[config.mk]
export PLATFORM = sky130hd
export DESIGN_NAME = irq_timer_unit
export DESIGN_NICKNAME = d
export VERILOG_FILES = /design/src/rtl/irq_timer_unit.sv
export SDC_FILE = /design/constraint.sdc
export NUM_CORES = 1
export LEC_CHECK = 0
export BUFFER_PORTS_ARGS = -buffer_cell sky130_fd_sc_hd__clkbuf_2
export CORE_MARGIN = 5
export CORE_UTILIZATION = 55
export CTS_CLUSTER_SIZE = 16
export DETAILED_ROUTE_END_ITERATION = 16
export GPL_TIMING_DRIVEN = 0
export PLACE_DENSITY = 0.83
export SYNTH_ARGS = -nofsm -noshare
export SYNTH_HDL_FRONTEND = slang
export SYNTH_SLANG_ARGS = --single-unit
[constraint.sdc]
create_clock -name clk -period 2.9 [get_ports clk]
set_input_delay 0.435 -clock clk [delete_from_list [all_inputs] [get_ports clk]]
set_output_delay 0.435 -clock clk [all_outputs]
set_load 0.005 [all_outputs]
[src/rtl/irq_timer_unit.sv]
module irq_timer_unit #(
  parameter logic [7:0] REG_ADDR    = 8'h20,
  parameter int         US_DIV      = 768,
  parameter int         MS_PER_US   = 8,
  parameter int         WAKE_CYCLES = 64
) (
  input  logic       clk,
  input  logic       rst_n,
  input  logic [7:0] addr,
  input  logic       wr_en,
  input  logic [7:0] wdata,
  output logic [7:0] rdata,
  input  logic       gpio_evt,
  input  logic       bus_evt,
  input  logic       ack_valid,
  input  logic [2:0] ack_src,
  output logic [7:0] pending,
  output logic       irq
);
  localparam logic [7:0] WMASK = 8'hC7;
  localparam int UW = $clog2(US_DIV + 1);
  localparam int MW = $clog2(MS_PER_US + 1);
  localparam int WW = $clog2(WAKE_CYCLES + 1);

  logic [7:0]    en;
  logic [7:0]    evt;
  logic [7:0]    pend_d;
  logic [UW-1:0] us_cnt;
  logic [MW-1:0] ms_cnt;
  logic [WW-1:0] wk_cnt;
  logic          us_tick, ms_tick, wk_tick, sel;

  assign sel     = (addr == REG_ADDR);
  assign rdata   = sel ? en : 8'h00;
  assign us_tick = (us_cnt == UW'(US_DIV - 1));
  assign ms_tick = us_tick && (ms_cnt == MW'(MS_PER_US - 1));
  assign wk_tick = en[7] && (wk_cnt == WW'(WAKE_CYCLES - 1));
  assign evt     = {wk_tick, gpio_evt, 3'b000, ms_tick, us_tick, bus_evt};
  assign irq     = |pending;

  always_comb
    for (int i = 0; i < 8; i++)
      pend_d[i] = (evt[i] & en[i]) | (pending[i] & !(ack_valid && ack_src == 3'(i)));

  always_ff @(posedge clk or negedge rst_n)
    if (!rst_n) begin
      en      <= '0;
      pending <= '0;
      us_cnt  <= '0;
      ms_cnt  <= '0;
      wk_cnt  <= '0;
    end else begin
      if (wr_en && sel) en <= wdata & WMASK;
      pending <= pend_d;
      us_cnt  <= us_tick ? '0 : us_cnt + 1'b1;
      if (us_tick) ms_cnt <= ms_tick ? '0 : ms_cnt + 1'b1;
      if (!en[7])       wk_cnt <= '0;
      else if (wk_tick) wk_cnt <= '0;
      else              wk_cnt <= wk_cnt + 1'b1;
    end

  a_r2_reserved_zero: assert property (@(posedge clk) disable iff (!rst_n)
    rdata[5:3] == 3'b000);
  a_r7_gpio_gated: assert property (@(posedge clk) disable iff (!rst_n)
    (!pending[6] && !en[6]) |=> !pending[6]);
  a_r8_sticky_us: assert property (@(posedge clk) disable iff (!rst_n)
    (pending[1] && !(ack_valid && ack_src == 3'd1)) |=> pending[1]);
  a_r9_set_wins: assert property (@(posedge clk) disable iff (!rst_n)
    (bus_evt && en[0]) |=> pending[0]);
  a_r5_wake_held: assert property (@(posedge clk) disable iff (!rst_n)
    !en[7] |=> (wk_cnt == '0));
  a_r10_irq_any: assert property (@(posedge clk) disable iff (!rst_n)
    $rose(irq) |-> (pending != 8'h00));
endmodule

==> impl_metrics.env, run 1 <==
export IMPL_htree_levels=2
export IMPL_layout_commonest_cell="clkbuf_2"
export IMPL_maxSlewHeadroom=0.464
export IMPL_clk_path_buf_depth=2
export IMPL_worstSkewPairLatency_ns=0.33
export IMPL_finalSetupViolations=0
export IMPL_rsz0062_at_grt="false"
export IMPL_core_area_sq_um=2780
export IMPL_fmax_ghz=0.536
export IMPL_ys_flop_type="dfrtp_1"
export IMPL_crit_path_end_kind="output pin"
export IMPL_drive_gt1_frac=0.305
export IMPL_synth_edf_count=0
export IMPL_areaGrowthSynthToFinish_pct=18.7
export IMPL_irDropWorstVdd_mv=0.477
export IMPL_numCtsBuffers=5
export IMPL_crit_required_ns=2.47
export IMPL_hold_viol_final=0
export IMPL_worst_slew_pin_slew_ns=0.804
export IMPL_holdBufCountCts=0
export IMPL_period_share=0.643
export IMPL_worst_setup_path_start_kind="input port"
export IMPL_synth_top_area_frac=0.529
export IMPL_die_h_microns=64.1
export IMPL_ys_ff_latch=34
export IMPL_cts_tree="built"
export IMPL_dieArea_sq_um=4100
export IMPL_gr_total_overflow=0
export IMPL_yosys_warnings=0
export IMPL_period_needed_ns=1.87
export IMPL_fillerInstances=201
export IMPL_numClockSinks=34
export IMPL_post_cts_buffers=0
export IMPL_startpoint="addr[1]"
export IMPL_grt_pass1_wl_microns=5440
export IMPL_clk_pin_slew_worst_paths_ns=0.10
export IMPL_max_cap_violations=0
export IMPL_synth_top_cell_by_area="dfrtp_1"
export IMPL_netlist_instances=145
export IMPL_leakage_nw=0.996
export IMPL_crit_fanout=5
export IMPL_routed_wl_microns=3090
export IMPL_async_flop_share=1.00
export IMPL_crit_arrival_ns=1.43
export IMPL_start_util=0.578
export IMPL_grt_max_degree=35
export IMPL_diodes=0
export IMPL_drtIter0Drc=55
export IMPL_synth_cell_types=39
export IMPL_gp_congestion=0.793
export IMPL_synth_seq_area_share=0.529
export IMPL_cts_repair_resized=0
export IMPL_grtUsageTotal=0.170
export IMPL_grt_antenna_before_repair=0
export IMPL_fin_util=0.686
export IMPL_die_x_microns=64.1
export IMPL_syn_area_per_cell_sq_um=11.1
export IMPL_drcViolationCount=0
export IMPL_cellPowerDensity_nw_per_um2=464
export IMPL_placementRows=19
export IMPL_grt_pass1_vias=1245
export IMPL_finClkSkew_ns=0.00575
export IMPL_cts_root_buffer="clkbuf_4"
export IMPL_hold_path_class="in2async"
export IMPL_syn_area_sq_um=1610
export IMPL_tns_ns=0
export IMPL_wl_per_cell_microns=14.0
export IMPL_io_pins=42
export IMPL_critPathKind="in2out"
export IMPL_vias=1236
export IMPL_nets=217
export IMPL_timing_rr_start="us_cnt[0]$_DFF_PN0_"
export IMPL_antenna_left=0
export IMPL_drt_first_pass_iters=4
export IMPL_io_buffers=35
export IMPL_vias_per_cell=5.59
export IMPL_ys_top_cells_by_area="dfrtp_1 53%, mux2_2 3.5%, xor2_1 3.3%"
export IMPL_status="completed"
export IMPL_final_max_slew_viol_count=0
export IMPL_layout_common_cells="35 x clkbuf_2, 34 x dfrtp_1, 11 x nand2_1, 11 x nor2_1, 9 x nand3_1"
export IMPL_post_dp_hpwl_microns=2310
[per-layer routing]
layer | vias up | global-route usage | share of wire
met1 | 575 | 0.216 | 0.44
met5 | - | 0 | 0
met2 | 53 | 0.254 | 0.45
li1 | 602 | - | -
met3 | 6 | 0.0665 | 0.089
met4 | 0 | 0.0779 | 0.019
[flip-flops by register name, summed over array words and instances, names as in the netlist]
name     cells
pending      8
wk_cnt       7
us_cnt      10
ms_cnt       4
en           5
[cell families after synthesis]
kind of cell,Yosys count,synth area share
xor+xnor,8,0.0436
fa+ha+maj,3,0.0233
flops,34,0.529
compound gates,18,0.0841
mux,8,0.0607
simple gates,63,0.226
buf+inv,10,0.0304
other cells,1,0.00233
[metrics by stage]
step	setup WS, ns	cell area (sq um)	instances	hold slack [ns]	power, W
floorplan	1.35	1620	147	0.139	0.000531
global placement	1.11	1830	213	0.449	0.000575
detailed placement	1.06	1830	213	0.476	0.000577
CTS	1.05	1910	221	0.203	0.000893
global route	1.01	1910	221	0.241	0.000931
finish	1.03	1910	221	0.167	0.000886
[where the power goes]
| group | switching (W) | leakage (nW) | total (W) | internal (W) |
|---|---|---|---|---|
| sequential | 0.0000108 | 0.458 | 0.000496 | 0.000486 |
| clock | 0.000153 | 0.0446 | 0.000319 | 0.000166 |
| combinational | 0.0000349 | 0.494 | 0.0000707 | 0.0000358 |
[layout make-up]
type	instances	area, sq um	area share
buffer	3	22.5	0.0118
clock buffer	8	78.8	0.0413
inverter	7	26.3	0.0138
multi-input combinational	103	716	0.375
sequential	34	851	0.446
tap	31	38.8	0.0203
timing repair buffer	35	175	0.0918
[synth_stat cells, drive strengths merged, types with 4 or more instances]
master	instances
inv	7
nand3	9
nor4	5
dfrtp	34
xor2	6
a22o	4
and2	8
mux2	8
nor2	11
nand2	11
[path summary, 6_finish.rpt]
path,endpoint,slack [ns],cells past startpoint
max in group asynchronous,us_cnt[4]$_DFF_PN0_,2.22,1
min,us_cnt[6]$_DFF_PN0_,0.17,1
min reg2reg,wk_cnt[0]$_DFF_PN0_,0.50,1
max reg2reg,ms_cnt[0]$_DFFE_PN0N_,1.17,4
min in group clk,en[1]$_DFFE_PN0P_,0.33,2
max,rdata[1],1.03,5
[critical path, stage by stage]
cell and delay (ns):
clkbuf_2 0.08, nor4_1 0.37, and3_1 0.29, and2_1 0.15, clkbuf_2 0.11
(Power assumes the default switching activity.)
==> inputs of run 2 (changes only) <==
ABC_AREA = 1   (was unset)
CORE_UTILIZATION = 52   (was 55)
PLACE_DENSITY = 0.78   (was 0.83)
clock period = 1.9 ns   (was 2.9 ns; I/O delays follow)
==> impl_metrics.env, run 2 <==
export IMPL_status="completed"
export IMPL_post_cts_buffers=0
export IMPL_leakage_nw=1.12
export IMPL_largest_reg_flops=10
export IMPL_syn_area_sq_um=1670
export IMPL_numClockSinks=34
export IMPL_worst_setup_path_start_kind="flip-flop"
export IMPL_placementRows=20
export IMPL_finalSetupViolations=0
export IMPL_period_share=0.816
export IMPL_largestRegisters="us_cnt: 10 flops, pending: 8 flops, wk_cnt: 7 flops"
export IMPL_hold_path_class="in2async"
export IMPL_ys_top_cells_by_count="52 x nand2_1, 34 x dfrtp_1, 29 x inv_1"
export IMPL_worst_slew_pin_slew_ns=0.798
export IMPL_vias_per_cell=4.72
export IMPL_ys_ff_latch=34
export IMPL_cp_slowest_cell="dfrtp_1"
export IMPL_vias=1354
export IMPL_gr_total_overflow=0
export IMPL_r2r_end="pending[2]$_DFF_PN0_"
export IMPL_layout_common_cells="52 x nand2_1, 35 x clkbuf_2, 34 x dfrtp_1"
export IMPL_numCtsBuffers=5
export IMPL_nets=271
export IMPL_holdBufCountCts=0
export IMPL_grt_pass1_vias=1367
export IMPL_grt_max_degree=35
export IMPL_gp_congestion=0.746
export IMPL_r2r_cells=7
export IMPL_diodes=0
export IMPL_synth_top_area_frac=0.509
export IMPL_period_needed_ns=1.55
export IMPL_max_cap_violations=0
export IMPL_crit_arrival_ns=1.26
export IMPL_ys_top_cells_by_area="dfrtp_1 51%, nand2_1 12%, inv_1 6.5%"
export IMPL_timing_rr_start="us_cnt[1]$_DFF_PN0_"
export IMPL_wl_per_cell_microns=10.4
export IMPL_drt_first_pass_iters=4
export IMPL_die_x_microns=66.7
export IMPL_synth_top_cell_by_area="dfrtp_1"
export IMPL_synth_most_common_cell="nand2_1"
export IMPL_fmax_ghz=0.645
export IMPL_irDropWorstVdd_mv=0.374
export IMPL_hold_viol_final=0
export IMPL_synth_seq_area_share=0.509
export IMPL_cts_repair_resized=0
export IMPL_grt_antenna_before_repair=0
export IMPL_rsz0062_at_grt="false"
export IMPL_netlist_instances=199
export IMPL_clk_pin_slew_worst_paths_ns=0.10
export IMPL_areaGrowthSynthToFinish_pct=16.9
export IMPL_finClkSkew_ns=0.0100
export IMPL_critPathKind="reg2out"
export IMPL_tns_ns=0
export IMPL_drcViolationCount=0
export IMPL_io_pins=42
export IMPL_dieArea_sq_um=4450
export IMPL_reg2reg_slack_ns=0.60
export IMPL_syn_area_per_cell_sq_um=8.40
export IMPL_antenna_left=0
export IMPL_cellPowerDensity_nw_per_um2=630
export IMPL_placedCellCount=280
export IMPL_fillerInstances=290
export IMPL_finalNonFillerCells=287
export IMPL_multi_input_area_sq_um=697
export IMPL_crit_fanout=3
export IMPL_cts_tree="built"
export IMPL_cts_root_buffer="clkbuf_4"
export IMPL_core_area_sq_um=3080
export IMPL_max_stage_delay_ns=0.40
export IMPL_grt_pass1_wl_microns=5690
export IMPL_worstPathCellList="nor4_1 > nand2_1 > clkbuf_2"
export IMPL_maxSlewHeadroom=0.468
export IMPL_routed_wl_microns=2990
export IMPL_die_h_microns=66.7
export IMPL_post_dp_hpwl_microns=2390
export IMPL_layout_commonest_cell="nand2_1"
export IMPL_drive_gt1_frac=0.210
export IMPL_yosys_warnings=0
export IMPL_start_util=0.543
export IMPL_drtIter0Drc=62
export IMPL_crit_required_ns=1.62
export IMPL_grtUsageTotal=0.168
export IMPL_htree_levels=2
export IMPL_synth_edf_count=0
export IMPL_top_register="us_cnt"
export IMPL_final_max_slew_viol_count=0
export IMPL_synth_cell_types=25
export IMPL_register_area_sq_um=851
export IMPL_clk_path_buf_depth=2
export IMPL_io_buffers=35
export IMPL_crit_path_end_kind="output pin"
export IMPL_async_flop_share=1.00
export IMPL_worstSkewPairLatency_ns=0.33
export IMPL_ys_flop_type="dfrtp_1"
-- run 2: changes by cell type in the layout (fill, tap and decap cells not counted), sizes merged, moves of 4 or more --
cell | previous run | this run
a22o | 4 | 0
nand2 | 11 | 55
nand3 | 9 | 17
o21ai | 3 | 10
mux2 | 8 | 0
inv | 7 | 29
nor2 | 11 | 27
and2 | 8 | 0
-- run 2: worst max-delay path by stage --
stage | from | endpoint | slack, ns | cells past startpoint
after detailed placement | addr[1] | rdata[1] | 0.43 | 7
final | pending[4]$_DFF_PN0_ | irq | 0.35 | 3
after floorplan | us_cnt[0]$_DFF_PN0_ | us_cnt[8]$_DFF_PN0_ | 0.74 | 6
after global routing | pending[5]$_DFF_PN0_ | irq | 0.26 | 3
after CTS | pending[4]$_DFF_PN0_ | irq | 0.32 | 3
after global placement | addr[1] | rdata[1] | 0.48 | 7
-- run 2: kinds of logic after synthesis --
kind of cell             after synthesis  share of synthesized area
other                                  1                    0.00224
XOR/XNOR                               7                     0.0367
AO/OA/AOI/OAI                         16                     0.0539
adder cells (fa/ha/maj)                3                     0.0225
AND/OR/NAND/NOR                      106                      0.297
buffers and inverters                 32                     0.0786
flip-flops                            34                      0.509
-- run 2: stage by stage --
stage          total power, W  utilization  hold WS, ns  setup WS (ns)  area, sq um
2_1_floorplan        0.000818            -      -0.0106          0.736         1680
3_3_place_gp         0.000887        0.620        0.412          0.475         1910
3_5_place_dp         0.000890        0.620        0.409          0.433         1910
4_1_cts               0.00125        0.635       0.0505          0.317         1950
5_1_grt               0.00130        0.635       0.0962          0.264         1950
6_report              0.00123        0.635       0.0268          0.350         1950
-- run 2: layer usage --
layer,routed length [microns],track usage,part of all wire,vias to the layer above
met5,0,0,0,-
met4,53,0.0761,0.018,0
met3,234,0.0472,0.078,5
met2,1320,0.256,0.44,46
met1,1380,0.221,0.46,598
li1,-,-,-,705
-- run 2: critical path, delay by kind of cell, from the launching register on --
kind | cells | cell delay [ns]
simple gates | 2 | 0.42
buf+inv | 1 | 0.12
flops | 1 | 0.40
-- run 2: report_power, final --
group	internal [W]	switching, W	total (W)
Sequential	0.000744	0.0000159	0.000760
Combinational	0.0000520	0.0000611	0.000113
Clock	0.000140	0.000219	0.000358
-- run 2: area by class of cell --
class,count,area share
Multi-Input combinational cell,135,0.357
Inverter,29,0.0557
Buffer,3,0.0115
Timing Repair Buffer,35,0.0896
Tap cell,44,0.0282
Sequential cell,34,0.435
Clock buffer,7,0.0230
==> inputs of run 3 (changes only) <==
ABC_AREA = 0   (was 1)
PLACE_DENSITY = 0.79   (was 0.78)
clock period = 1.6 ns   (was 1.9 ns; I/O delays follow)
==> impl_metrics.env, run 3 (synthesis results as in run 1) <==
export IMPL_drt_first_pass_iters=4
export IMPL_nets=226
export IMPL_placementRows=20
export IMPL_vias_per_cell=5.48
export IMPL_dpl_cell_area_sq_um=1830
export IMPL_period_needed_ns=1.59
export IMPL_cts_tree="built"
export IMPL_tns_ns=0
export IMPL_worst_slew_pin_slew_ns=0.820
export IMPL_violations="hold timing"
export IMPL_grtUsageTotal=0.182
export IMPL_core_area_sq_um=3000
export IMPL_total_power_w=0.00154
export IMPL_drtIter0Drc=47
export IMPL_finClkSkew_ns=0.0229
export IMPL_fin_util=0.673
export IMPL_io_buffers=35
export IMPL_dieArea_sq_um=4300
export IMPL_hold_path_class="in2async"
export IMPL_grt_antenna_before_repair=0
export IMPL_top_register="us_cnt"
export IMPL_gp_congestion=0.785
export IMPL_critPathKind="reg2reg"
export IMPL_crit_required_ns=1.82
export IMPL_start_util=0.535
export IMPL_status="finished, violations left"
export IMPL_antenna_left=0
export IMPL_routed_top_layer="met4"
export IMPL_drive_gt1_frac=0.367
export IMPL_clk_path_buf_depth=2
export IMPL_areaGrowthSynthToFinish_pct=25.8
export IMPL_p_sw_w=0.000373
export IMPL_worstSkewPairLatency_ns=0.34
export IMPL_met3WireLength_microns=221
export IMPL_vias=1271
export IMPL_routed_wl_microns=3530
export IMPL_grt_pass1_vias=1338
export IMPL_pwr_share_comb=0.090
export IMPL_cts_root_buffer="clkbuf_4"
export IMPL_crit_path_end_kind="flip-flop"
export IMPL_worst_setup_path_start_kind="flip-flop"
export IMPL_grt_pass1_wl_microns=6010
export IMPL_seq_power_share=0.587
export IMPL_gr_total_overflow=0
export IMPL_htree_levels=2
export IMPL_wl_met2_microns=1810
export IMPL_leakage_nw=1.06
export IMPL_numCtsBuffers=5
export IMPL_met1_length_microns=1460
export IMPL_largestRegisters="us_cnt: 10 flops, pending: 8 flops, wk_cnt: 7 flops"
export IMPL_clk_pin_slew_worst_paths_ns=0.12
export IMPL_p_int_w=0.00117
export IMPL_numClockSinks=34
export IMPL_grt_max_degree=35
export IMPL_maxSlewHeadroom=0.454
export IMPL_worstPathCellList="or2b_2 > nor3_4 > buf_6 > mux2_4"
export IMPL_period_share=0.994
export IMPL_clock_power_share=0.322
export IMPL_hold_viol_final=23
export IMPL_cp_slowest_cell="dfrtp_1"
export IMPL_die_x_microns=65.6
export IMPL_post_dp_hpwl_microns=2430
export IMPL_fin_hold_ws_ns=-0.0248
export IMPL_max_stage_delay_ns=0.43
export IMPL_layout_common_cells="35 x clkbuf_2, 33 x dfrtp_1, 11 x nor2_1"
export IMPL_crit_arrival_ns=1.81
export IMPL_max_cap_violations=0
export IMPL_fmax_ghz=0.629
export IMPL_largest_reg_flops=10
export IMPL_drcViolationCount=0
export IMPL_cellPowerDensity_nw_per_um2=763
export IMPL_irDropWorstVdd_mv=0.599
export IMPL_wl_per_cell_microns=15.2
export IMPL_io_pins=42
export IMPL_crit_fanout=6
export IMPL_switching_share=0.242
export IMPL_layout_commonest_cell="clkbuf_2"
export IMPL_final_max_slew_viol_count=0
export IMPL_diodes=0
export IMPL_finalSetupViolations=0
export IMPL_die_h_microns=65.6
export IMPL_final_area_sq_um=2020
## run 3: path summary, 6_finish.rpt
| kind | start | to | slack (ns) | cells after the start |
|---|---|---|---|---|
| setup / recovery | us_cnt[9]$_DFF_PN0_ | ms_cnt[1]$_DFFE_PN0N_ | 0.01 | 4 |
| hold / removal | rst_n | us_cnt[4]$_DFF_PN0_ | -0.02 | 1 |
| min in group clk | wdata[1] | en[1]$_DFFE_PN0P_ | 0.14 | 2 |
| hold reg to reg | wk_cnt[0]$_DFF_PN0_ | wk_cnt[0]$_DFF_PN0_ | 0.48 | 1 |
| max in group asynchronous | rst_n | pending[0]$_DFF_PN0_ | 1.05 | 1 |
| setup reg to reg | us_cnt[9]$_DFF_PN0_ | ms_cnt[1]$_DFFE_PN0N_ | 0.01 | 4 |
## run 3: final cells by class
| class | instances | area, sq um |
|---|---|---|
| sequential | 34 | 852 |
| inverter | 7 | 26.3 |
| multi-input combinational | 103 | 769 |
| timing repair buffer | 44 | 250 |
| clock inverter | 1 | 5.00 |
| buffer | 3 | 22.5 |
| clock buffer | 7 | 55.1 |
| tap | 33 | 41.3 |
| fill | 225 | 981 |
## run 3: routing by layer
metal,GRT usage,vias up
met2,0.320,38
met5,0,-
met1,0.210,613
met3,0.0496,4
met4,0.0699,0
li1,-,616
## run 3: worst max-delay path, delay by kind of cell (launching register included)
family / cells / cell delay (ns)
buffers and inverters: 1 / 0.15
DFF: 1 / 0.43
muxes: 1 / 0.30
and+or+nand+nor: 2 / 0.59
## run 3: timing repair
item                                    CTS  global route
hold buffers                              0             0
gates resized for setup                   4             8
pin swaps                                 1             4
endpoints found under the setup margin    7             9
setup buffers                             6             3
## run 3: power groups by stage
stage	logic (W)	clock network (W)	registers [W]
after floorplan	0.0000492	0	0.000913
after global placement	0.000127	0	0.000916
after detailed placement	0.000133	0	0.000917
after CTS	0.000137	0.000510	0.000901
after global routing	0.000157	0.000552	0.000910
final	0.000139	0.000497	0.000906
## run 3: through the flow
| stage | instances | worst slack, ns | hold slack [ns] |
|---|---|---|---|
| after floorplan | 147 | 0.0486 | -0.0556 |
| after global placement | 215 | -0.0949 | 0.362 |
| after detailed placement | 215 | -0.145 | 0.379 |
| after CTS | 229 | 0.00186 | 0.00365 |
| after global routing | 232 | -0.0186 | 0.0471 |
| final | 232 | 0.0101 | -0.0248 |
